[src/rtl/tyc_pkg.sv]
package tyc_pkg;
  localparam logic [2:0] A_TRIM    = 3'd0;
  localparam logic [2:0] A_TIME_WR = 3'd1;
  localparam logic [2:0] A_YEAR_WR = 3'd2;
  localparam logic [2:0] A_TIME_RD = 3'd3;
  localparam logic [2:0] A_YEAR_RD = 3'd4;
  localparam logic [2:0] A_CTRL    = 3'd5;

  localparam logic [31:0] YEAR_RST = 32'd1900;

  typedef struct packed {
    logic [5:0] month;
    logic [4:0] day;
    logic [4:0] hour;
    logic [5:0] minute;
    logic [5:0] second;
  } cal_t;

  function automatic logic [4:0] month_len(input logic [5:0] mon, input logic [31:0] yr);
    logic leap;
    leap = (yr[1:0] == 2'b00) && (yr != 32'd1900);
    case (mon)
      6'd2:                        month_len = leap ? 5'd29 : 5'd28;
      6'd4, 6'd6, 6'd9, 6'd11:     month_len = 5'd30;
      default:                     month_len = 5'd31;
    endcase
  endfunction
endpackage

[src/rtl/tyc_prescaler.sv]
module tyc_prescaler #(
  parameter int CNT_W = 16
) (
  input  logic             clk,
  input  logic             rst_n,
  input  logic             tick,
  input  logic             run,
  input  logic             restart,
  input  logic [CNT_W-1:0] limit,
  output logic             sec_adv,
  output logic [3:0]       frac
);
  localparam int FRAC_HI = CNT_W - 2;

  logic [CNT_W-1:0] cnt_q, cnt_d;
  logic             cnt_en;

  assign cnt_en = tick;

  always_comb begin
    cnt_d   = cnt_q;
    sec_adv = 1'b0;
    if (restart) begin
      cnt_d = '0;
    end else if (run) begin
      if (cnt_q >= limit) begin
        cnt_d   = '0;
        sec_adv = tick;
      end else begin
        cnt_d = cnt_q + 1'b1;
      end
    end
  end

  always_ff @(posedge clk or negedge rst_n) begin
    if (!rst_n)      cnt_q <= '0;
    else if (cnt_en) cnt_q <= cnt_d;
  end

  assign frac = cnt_q[FRAC_HI -: 4];
endmodule

[src/rtl/tyc_calendar.sv]
module tyc_calendar
  import tyc_pkg::*;
(
  input  logic        clk,
  input  logic        rst_n,
  input  logic        load_time,
  input  logic        load_year,
  input  cal_t        time_in,
  input  logic [31:0] year_in,
  input  logic        adv,
  output cal_t        cal_q,
  output logic [31:0] year_q
);
  cal_t        cal_d;
  logic [31:0] year_d;
  logic        year_inc;
  logic [4:0]  dim;
  logic        upd_en;

  assign dim    = month_len(cal_q.month, year_q);
  assign upd_en = load_time | load_year | adv;

  always_comb begin
    cal_d    = cal_q;
    year_inc = 1'b0;
    if (load_time) begin
      cal_d = time_in;
    end else if (adv) begin
      if (cal_q.second >= 6'd59) begin
        cal_d.second = '0;
        if (cal_q.minute >= 6'd59) begin
          cal_d.minute = '0;
          if (cal_q.hour >= 5'd23) begin
            cal_d.hour = '0;
            if (cal_q.day >= dim) begin
              cal_d.day = 5'd1;
              if (cal_q.month >= 6'd12) begin
                cal_d.month = 6'd1;
                year_inc    = 1'b1;
              end else begin
                cal_d.month = cal_q.month + 6'd1;
              end
            end else begin
              cal_d.day = cal_q.day + 5'd1;
            end
          end else begin
            cal_d.hour = cal_q.hour + 5'd1;
          end
        end else begin
          cal_d.minute = cal_q.minute + 6'd1;
        end
      end else begin
        cal_d.second = cal_q.second + 6'd1;
      end
    end
  end

  always_comb begin
    year_d = year_q;
    if (load_year)     year_d = year_in;
    else if (year_inc) year_d = year_q + 32'd1;
  end

  always_ff @(posedge clk or negedge rst_n) begin
    if (!rst_n) begin
      cal_q  <= '{month: 6'd1, day: 5'd1, hour: '0, minute: '0, second: '0};
      year_q <= YEAR_RST;
    end else if (upd_en) begin
      cal_q  <= cal_d;
      year_q <= year_d;
    end
  end
endmodule

[src/rtl/tyc_regs.sv]
module tyc_regs
  import tyc_pkg::*;
#(
  parameter int CNT_W = 16,
  parameter int TRIM_RST = 32767
) (
  input  logic             clk,
  input  logic             rst_n,
  input  logic             osc_tick,
  input  logic             bus_wr,
  input  logic             bus_rd,
  input  logic [2:0]       bus_addr,
  input  logic [31:0]      bus_wdata,
  input  logic [31:0]      live_time,
  input  logic [31:0]      live_year,
  output logic [31:0]      bus_rdata,
  output cal_t             time_buf,
  output logic [31:0]      year_buf,
  output logic             load_time,
  output logic             load_year,
  output logic             restart,
  output logic [CNT_W-1:0] trim_q,
  output logic             en_q,
  output logic             wr_busy,
  output logic             trim_busy
);
  logic             wr_time, wr_year, wr_trim, wr_ctrl;
  logic             time_pend, year_pend, trim_pend;
  logic             time_pend_d, year_pend_d, trim_pend_d;
  logic [CNT_W-1:0] trim_buf;
  logic             apply_trim;
  logic [31:0]      snap_year;
  logic [31:0]      rdata_d, rdata_q;
  logic [31:0]      ctrl_word;

  assign wr_time = bus_wr && (bus_addr == A_TIME_WR);
  assign wr_year = bus_wr && (bus_addr == A_YEAR_WR);
  assign wr_trim = bus_wr && (bus_addr == A_TRIM);
  assign wr_ctrl = bus_wr && (bus_addr == A_CTRL);

  assign load_time  = time_pend & osc_tick;
  assign load_year  = year_pend & osc_tick;
  assign apply_trim = trim_pend & osc_tick;
  assign restart    = load_time | load_year | apply_trim;

  assign time_pend_d = wr_time | (time_pend & ~osc_tick);
  assign year_pend_d = wr_year | (year_pend & ~osc_tick);
  assign trim_pend_d = wr_trim | (trim_pend & ~osc_tick);

  assign wr_busy   = time_pend | year_pend;
  assign trim_busy = trim_pend;

  assign ctrl_word = {23'd0, en_q, 2'b00, en_q, trim_busy, 3'b000, wr_busy};

  always_comb begin
    rdata_d = rdata_q;
    if (bus_rd) begin
      case (bus_addr)
        A_TRIM:    rdata_d = 32'(trim_q);
        A_TIME_RD: rdata_d = live_time;
        A_YEAR_RD: rdata_d = snap_year;
        A_CTRL:    rdata_d = ctrl_word;
        default:   rdata_d = '0;
      endcase
    end
  end

  always_ff @(posedge clk or negedge rst_n) begin
    if (!rst_n) begin
      time_pend <= 1'b0;
      year_pend <= 1'b0;
      trim_pend <= 1'b0;
    end else begin
      time_pend <= time_pend_d;
      year_pend <= year_pend_d;
      trim_pend <= trim_pend_d;
    end
  end

  always_ff @(posedge clk or negedge rst_n) begin
    if (!rst_n) begin
      time_buf <= '0;
      year_buf <= '0;
      trim_buf <= '0;
    end else begin
      if (wr_time) time_buf <= cal_t'(bus_wdata[31:4]);
      if (wr_year) year_buf <= bus_wdata;
      if (wr_trim) trim_buf <= bus_wdata[CNT_W-1:0];
    end
  end

  always_ff @(posedge clk or negedge rst_n) begin
    if (!rst_n) begin
      trim_q    <= CNT_W'(TRIM_RST);
      en_q      <= 1'b0;
      snap_year <= YEAR_RST;
      rdata_q   <= '0;
    end else begin
      if (apply_trim)                      trim_q    <= trim_buf;
      if (wr_ctrl)                         en_q      <= bus_wdata[8];
      if (bus_rd && bus_addr == A_TIME_RD) snap_year <= live_year;
      if (bus_rd)                          rdata_q   <= rdata_d;
    end
  end

  assign bus_rdata = rdata_q;
endmodule

[src/rtl/time_of_year_counter.sv]
module time_of_year_counter
  import tyc_pkg::*;
#(
  parameter int CNT_W = 16,
  parameter int TRIM_RST = 32767
) (
  input  logic        clk,
  input  logic        rst_n,
  input  logic        osc_tick,
  input  logic        bus_wr,
  input  logic        bus_rd,
  input  logic [2:0]  bus_addr,
  input  logic [31:0] bus_wdata,
  output logic [31:0] bus_rdata
);
  logic [1:0]       rst_sync;
  logic             rst_ni;
  cal_t             time_buf, cal_q;
  logic [31:0]      year_buf, year_q;
  logic             load_time, load_year, restart;
  logic [CNT_W-1:0] trim_q;
  logic             en_q, wr_busy, trim_busy, sec_adv;
  logic [3:0]       frac;
  logic [31:0]      live_time;

  always_ff @(posedge clk or negedge rst_n) begin
    if (!rst_n) rst_sync <= 2'b00;
    else        rst_sync <= {rst_sync[0], 1'b1};
  end
  assign rst_ni = rst_sync[1];

  assign live_time = {cal_q, frac};

  tyc_regs #(.CNT_W(CNT_W), .TRIM_RST(TRIM_RST)) u_regs (
    .clk(clk), .rst_n(rst_ni), .osc_tick(osc_tick),
    .bus_wr(bus_wr), .bus_rd(bus_rd), .bus_addr(bus_addr),
    .bus_wdata(bus_wdata), .live_time(live_time), .live_year(year_q),
    .bus_rdata(bus_rdata), .time_buf(time_buf), .year_buf(year_buf),
    .load_time(load_time), .load_year(load_year), .restart(restart),
    .trim_q(trim_q), .en_q(en_q), .wr_busy(wr_busy), .trim_busy(trim_busy)
  );

  tyc_prescaler #(.CNT_W(CNT_W)) u_presc (
    .clk(clk), .rst_n(rst_ni), .tick(osc_tick), .run(en_q),
    .restart(restart), .limit(trim_q), .sec_adv(sec_adv), .frac(frac)
  );

  tyc_calendar u_cal (
    .clk(clk), .rst_n(rst_ni), .load_time(load_time), .load_year(load_year),
    .time_in(time_buf), .year_in(year_buf), .adv(sec_adv),
    .cal_q(cal_q), .year_q(year_q)
  );
endmodule

[config.mk]
export PLATFORM = sky130hd
export DESIGN_NAME = time_of_year_counter
export DESIGN_NICKNAME = d
export VERILOG_FILES = /design/src/rtl/tyc_pkg.sv /design/src/rtl/tyc_prescaler.sv /design/src/rtl/tyc_calendar.sv /design/src/rtl/tyc_regs.sv /design/src/rtl/time_of_year_counter.sv
export SDC_FILE = /design/constraint.sdc
export NUM_CORES = 1
export LEC_CHECK = 0
export ABC_AREA = 0
export BUFFER_PORTS_ARGS = -buffer_cell sky130_fd_sc_hd__buf_2
export CORE_UTILIZATION = 57
export CTS_BUF_LIST = sky130_fd_sc_hd__clkbuf_2
export DETAILED_ROUTE_END_ITERATION = 7
export PLACE_DENSITY = 0.8
export SETUP_SLACK_MARGIN = 0.4
export SYNTH_ARGS = -nofsm -noshare
export SYNTH_HDL_FRONTEND = slang
export SYNTH_SLANG_ARGS = --single-unit
[constraint.sdc]
create_clock -name clk -period 7.3 [get_ports clk]
set_input_delay 2.19 -clock clk [delete_from_list [all_inputs] [get_ports clk]]
set_output_delay 2.19 -clock clk [all_outputs]
set_load 0.1 [all_outputs]
# ---- Word level (Yosys, flattened, before mapping)
# Cells that the tools add are included.
# Widths: inputs -> output; s select.
dict set report totals {
  reg_bits 238
  latch_bits 0
  ram_bits 0
  rom_bits 0
  input_bits 40
  output_inout_bits 32
  word_cells 112
  n_memories 0
}
dict set report op_classes {
  n_addsub 7
  multipliers 0
  div 0
  order_cmp 6
  eq_ne 11
  shift 0
  muxes 29
  bitwise_logic 14
  n_reduce_logical 23
}
# cell n
set op_table {}
lappend op_table {{$pmux 32 s4} 1}
lappend op_table {{$mux 16} 4}
lappend op_table {{$mux 32} 2}
lappend op_table {{$mux 28} 2}
lappend op_table {{$add 32x1->32 const B} 1}
lappend op_table {{$ne 32x11->1 const B} 1}
lappend op_table {{$mux 6} 4}
lappend op_table {{$mux 22} 1}
lappend op_table {{$add 6x1->6 const B} 3}
lappend op_table {{$add 16x1->16 const B} 1}
lappend op_table {{$ge 16x16->1} 1}
lappend op_table {{$reduce_bool 2->1} 7}
lappend op_table {{$eq 6x3->1 const B} 2}
lappend op_table {{$eq 6x4->1 const B} 2}
lappend op_table {{$ge 6x6->1 const B} 2}
lappend op_table {{$mux 1} 11}
lappend op_table {{$mux 11} 1}
lappend op_table {{$add 5x1->5 const B} 2}
lappend op_table {{$mux 5} 2}
lappend op_table {{$pmux 5 s2} 1}
lappend op_table {{$or 1x1->1} 7}
lappend op_table {{$and 1x1->1} 6}
lappend op_table {{$eq 3x2->1 const B} 2}
lappend op_table {{$eq 3x3->1 const B} 2}
lappend op_table {{15 further kinds} 22}

# ---- Logic depth before layout (Yosys ltp)
dict set report depth {
  ltp_word 13
  mapped_depth 14
  ltp_nobuf 12
}

# ---- Modules after synthesis
# From an unflattened synthesis, not the netlist that was laid out.
dict set report unflattened {
  cells_unflattened 1133
  area_unflattened_um2 12194.2
}
# mod n_inst cells_each area_each_um2 seq_area_each_um2
set by_module_without_submodules {}
lappend by_module_without_submodules {tyc_regs 1 487 6746.5 4031.4}
lappend by_module_without_submodules {tyc_calendar 1 457 3886.2 1512.7}
lappend by_module_without_submodules {tyc_prescaler 1 186 1507.7 400.4}
lappend by_module_without_submodules {time_of_year_counter 1 3 53.8 50.0}

# ---- Worst setup path after synthesis
# OpenSTA, ideal clock, no wires.
dict set report synth_path {
  path_type {input port to flip-flop}
  startpoint {in bus_addr[2]}
  endpoint {reg u_regs.trim_buf[10]}
  setup_ps 125
  t_arrival_ps 3909
  required_time_ps 7175
  slack_ps 3266
  stages 6
  path_buffers 2
  path_cell_list {clkbuf_1 > inv_1 > nand2_1 > nor3_1 > clkbuf_1 > mux2_2}
}
dict set report synth_via {
  elab_chain_len 2
}
# element line_no
set synth_rtl {}
lappend synth_rtl {{start: declaration} time_of_year_counter.sv:12} ;# input logic [2:0] bus_addr,
lappend synth_rtl {{$logic_not 3->1} tyc_regs.sv:38} ;# assign wr_trim = bus_wr && (bus_addr == A_TRIM);
lappend synth_rtl {{$logic_and 1x1->1} tyc_regs.sv:38}
lappend synth_rtl {{end signal: assignment} tyc_regs.sv:88} ;# if (wr_trim) trim_buf <= bus_wdata[CNT_W-1:0];
lappend synth_rtl {{end: declaration} tyc_regs.sv:30} ;# logic [CNT_W-1:0] trim_buf;
# Every way passes these cells.
# A chain may end at the register's enable or synchronous reset.

# ---- Final worst setup path
dict set report layout_path {
  startpoint {reg u_cal.year_q[10]}
  endpoint {reg u_cal.year_q[4]}
}
dict set report layout_via {
  elab_chain_len 13
}
# element line_no
set layout_rtl {}
lappend layout_rtl {{start: declaration} tyc_calendar.sv:12} ;# output logic [31:0] year_q
lappend layout_rtl {{start signal: assignment} tyc_calendar.sv:70} ;# year_q <= year_d;
lappend layout_rtl {{$ne 32x11->1} tyc_pkg.sv:21} ;# leap = (yr[1:0] == 2'b00) && (yr != 32'd1900);
lappend layout_rtl {{$logic_and 1x1->1} tyc_pkg.sv:21}
lappend layout_rtl {{$mux 1} tyc_pkg.sv:23} ;# 6'd2: month_len = leap ? 5'd29 : 5'd28;
lappend layout_rtl {{$pmux 5 s2} tyc_pkg.sv:22} ;# case (mon)
lappend layout_rtl {{$ge 5x5->1} tyc_calendar.sv:35} ;# if (cal_q.day >= dim) begin
lappend layout_rtl {{$mux 1} tyc_calendar.sv:35}
lappend layout_rtl {{$mux 1} tyc_calendar.sv:33} ;# if (cal_q.hour >= 5'd23) begin
lappend layout_rtl {{$mux 1} tyc_calendar.sv:31} ;# if (cal_q.minute >= 6'd59) begin
lappend layout_rtl {{$mux 1} tyc_calendar.sv:29} ;# if (cal_q.second >= 6'd59) begin
lappend layout_rtl {{$mux 1} tyc_calendar.sv:28} ;# end else if (adv) begin
lappend layout_rtl {{$mux 1} tyc_calendar.sv:26} ;# if (load_time) begin
lappend layout_rtl {{$reduce_bool 2->1 (no source line)} --}
lappend layout_rtl {{$reduce_and 2->1 (no source line)} --}
# Every way passes these cells.

==> impl_summary.md <==
Synth
In the synthesized netlist the dominant register cell turns out to be dfrtp_1. When the netlist entered floorplanning its net count stood at ~1200. The cell area after technology mapping is about 12000 um^2. The number of synthesis warnings is 0. A synthesized cell averages about 10 um^2.

Counting every instance in the synthesized netlist gives approximately 1100. The number of register bits inferred by synthesis is between 200 and 250. The register area share after synthesis is around half. The number of enable flip-flop cells after synthesis is 0.

The biggest area contributor in the post-synthesis netlist is dfrtp_1. The share of synthesized area in the top cell type comes to between 40 and 50%. Yosys mapped the design onto between 60 and 70 distinct sky130hd cell types. Ranked by total cell area, the synthesized netlist is headed by dfrtp_1, mux2_2, dfstp_2.

Counting flops with an async set or reset pin after synthesis yields a share of 100%.

Cells and area
The area added between synthesis and finish is 9.25%. The layout cell share with drive strength beyond 1 is 27.0%. At the end of the flow, the number of nets in the layout was between 1000 and 1500.

Worst setup path
The worst register-to-register path begins at u_cal.year_q[10]. The capturing element type of the critical path is a register. In this run the worst path has a maximum fanout of 31.

The worst register-to-register path ends at u_cal.year_q[4]. The launching element type of the critical path is a register. The most numerous cell type found on the critical path is o21ai_0.

The slowest stage of the critical path belongs to the cell a211oi_4. Among cell families on the critical path, the largest total delay comes from compound AO/OA/AOI/OAI gates. The setup path with the least slack is of type reg2reg. The delay of the slowest critical-path stage is a little under 1 ns. At the worst endpoint, the arrival time is ~5.4 ns.

Traced cell by cell, the critical path runs through inv_1 > nor3_1 > nand4_1 > o21ai_0 > a22oi_1 > ha_1 > nand2b_1 > a21oi_1 > or4_4 > a211oi_4 > buf_12 > mux2_2 > o21ai_0. The critical path contains buffers and inverters numbering 2 combined. Across all register-to-register paths, the minimum setup slack is roughly 2.6 ns. The number of cells on the worst reg-to-reg path is 13.

The data required time of the worst path is approximately 8.0 ns.

Clock network
The TritonCTS clock tree is yes. The total of cells resized after clock tree synthesis is 0. The maximum level of the CTS H-tree is 2.

After clock tree synthesis, the clock-pin slew on the worst setup and hold paths is 0.12 ns. Counting the buffers created by CTS gives 60. In this run the deepest clock path goes through 3 buffers. The number of sinks handled by clock tree synthesis is about 240. The number of buffers inserted for hold repair after clock tree synthesis is 0. For the worst-skew pair, the clock arrives at the later sink with an insertion delay of 0.86 ns.

The cell at the root of the clock tree is clkbuf_2. The post-CTS setup buffer count is 0.

Placed design
Timing analysis after detailed placement gives a worst setup slack of roughly 2.2 ns. Routability-driven placement finished with a final weighted congestion of between 0.9 and 1. The HPWL after detailed placement is 21.0 mm. The count of input and output buffers is 71.

Detailed routing
Once detail routing completed, the nets flagged for antenna violations numbered 0. For this block, the via count after detailed routing is 9363. After detailed routing, the number of remaining DRC violations is 0. The first-pass iteration count of the detailed router is 6. The via density per instance is roughly 6.1.

The total routed wirelength is about 30 mm. The detailed-route wire length per cell is 19.5 um. In this run, the number of DRC markers left after iteration 0 of detailed routing was slightly below 900.

Global routing
The first global-routing pass estimated 48.1 mm of wire. The number of antenna violations at the first check in global routing was 1. For this run, the total global-route usage over all layers was measured as between 20% and 30%. The via count of the first global-routing pass is approximately 9000. The remaining global-route overflow is 0.

Entering global routing, the biggest net connects roughly 160 pins.

STA
Measured against its own limit, the worst slew margin works out to around 15%. After layout, the minimum clock period comes to 4.65 ns. The number of pins exceeding their max-slew limit in the final report is 0. The count of endpoints failing setup in the final report is 0. Setup slack on the critical path of the routed design comes to roughly 2.6 ns. On the final layout, the worst clock skew is 0.0735 ns. Setup repair after global routing left no endpoint under its margin. Adding up every negative setup slack in the final design gives 0 ns. The highest clock rate is about 210 MHz. In the finished design, the share of the clock period the worst path needs comes to 63.7%.

The count of endpoints failing hold in the final timing report came to 0. For the pin with the worst max-slew slack, the measured transition is 1.26 ns.

Hold path
The min-delay analysis places its worst path in the category reg2reg. The path with the worst hold slack has its endpoint at rst_sync[1]. The worst hold path passes through 0 cells. The hold path startpoint is rst_sync[0].

Floorplanning
The core region area is 20300 um^2. The die boundary width is roughly 150 um. The initial cell density of the core is 58.2%. The height of the die is 146 um. The I/O pin total is between 70 and 80. The floorplan has 52 rows. The floorplan step defined a die boundary enclosing roughly 21000 um^2.

Flow run
The max-cap violation count is 0.

Status
The run finished with clean final reports.

Power and ir drop
The largest vdd supply drop is ~94 uV. The static leakage power is ~5.7 nW. The power per standard cell area is about 300 nW/um^2.
[synth_stat cells (3+ instances only)]
cell / instances
o211ai_1: 15
nor4_1: 12
dfstp_2: 31
a22oi_1: 37
o22ai_1: 13
nand4b_1: 5
or4_1: 3
or3_1: 4
a21boi_0: 3
mux2i_1: 25
mux2_2: 107
ha_1: 29
nor2_1: 69
a31oi_1: 10
nand2_1: 102
buf_6: 3
nand3_1: 44
nand2b_1: 3
nor3_1: 18
nand4_1: 21
a32oi_1: 5
o22a_1: 5
clkbuf_1: 50
buf_1: 3
a211oi_1: 8
buf_2: 4
inv_1: 68
a21oi_1: 42
and2_1: 10
or2_2: 3
nor2b_1: 3
and4_1: 5
dfrtp_1: 207
xor2_1: 9
o21ai_0: 77
and3_1: 14
o41ai_1: 3
o31ai_1: 10
a21o_1: 12
nand3b_1: 3
[layout make-up]
type / instances / area (um^2)
fillers: 1642 / 7380
flip-flops and latches: 238 / 6000
clock inverters: 6 / 23.8
diodes: 1 / 2.50
well taps: 270 / 338
repair buffers: 82 / 463
inverters: 68 / 255
clock buffers: 103 / 515
multi-input cells: 767 / 5320
[sequential cells by signal, indices dropped and copies added, names as in the netlist]
name / count
u_regs.year_buf: 32
u_regs.en_q: 1
u_regs.trim_buf: 16
u_regs.time_buf: 28
u_regs.time_pend: 1
u_presc.cnt_q: 16
u_cal.year_q: 32
u_regs.trim_busy: 1
u_regs.year_pend: 1
u_cal.cal_q: 28
u_regs.snap_year: 32
u_regs.bus_rdata: 32
rst_sync: 2
u_regs.trim_q: 16
[stage by stage]
step	total power (W)	utilization, %	cells	hold WS, ns	area (um^2)
6_report	0.00387	63.6	1535	0.371	12900
5_1_grt	0.00409	63.6	1535	0.384	12900
4_1_cts	0.00386	63.6	1534	0.370	12900
3_5_place_dp	0.00296	61.0	1425	0.345	12400
3_3_place_gp	0.00292	61.0	1425	0.338	12400
2_1_floorplan	0.00263	-	1135	0.331	11800
[cell families (layout without fill, tap and decap cells)]
kind of cell,Yosys count,after routing,share of synthesized area (%)
XOR/XNOR,11,11,0.815
flip-flops,238,238,50.7
AND/OR/NAND/NOR,325,325,13.3
multiplexers,132,132,12.3
other,1,2,0.0317
buffers and inverters,130,259,4.42
adder cells (fa/ha/maj),29,29,3.07
AO/OA/AOI/OAI,269,269,15.3
[worst max-delay path by stage]
stage | from | endpoint | slack [ns] | cells after the start
floorplan | bus_addr[2] | u_regs.trim_buf[10] | 3.27 | 6
global placement | osc_tick | u_cal.year_q[9] | 2.32 | 9
detailed placement | osc_tick | u_cal.year_q[4] | 2.22 | 9
CTS | u_cal.year_q[10] | u_cal.year_q[4] | 2.78 | 13
global route | u_cal.year_q[10] | u_cal.year_q[4] | 2.45 | 13
finish | u_cal.year_q[10] | u_cal.year_q[4] | 2.65 | 13
[power by group]
part / leakage [nW] / switching [W] / internal (W)
sequential: 2.89 / 0.000332 / 0.00168
combinational: 2.40 / 0.000586 / 0.000368
clock: 0.445 / 0.000534 / 0.000363
total: 5.74 / 0.00145 / 0.00241
[placed cells by master, fill, tap and decap left out, drive strengths merged, types with 12 or more instances in the layout]
cell	synthesis	final
o21ai	78	78
dfrtp	207	207
nor2	69	69
a22oi	37	37
and3	14	14
buf	12	82
nand4	21	21
nand3	44	44
a21oi	42	42
nor3	19	19
nand2	102	102
a21o	12	12
o22ai	13	13
o211ai	16	16
mux2i	25	25
nor4	12	12
clkbuf	50	103
inv	68	70
dfstp	31	31
mux2	107	107
ha	29	29
[per-layer routing]
| metal | vias up | share of wire (%) | GRT usage (%) |
|---|---|---|---|
| met2 | 414 | 45 | 43.2 |
| met4 | 0 | 2.8 | 10.3 |
| li1 | 4326 | - | - |
| met5 | - | 0 | 0 |
| met3 | 73 | 8.5 | 7.34 |
| met1 | 4550 | 44 | 40.5 |
(Power assumes the default switching activity.)
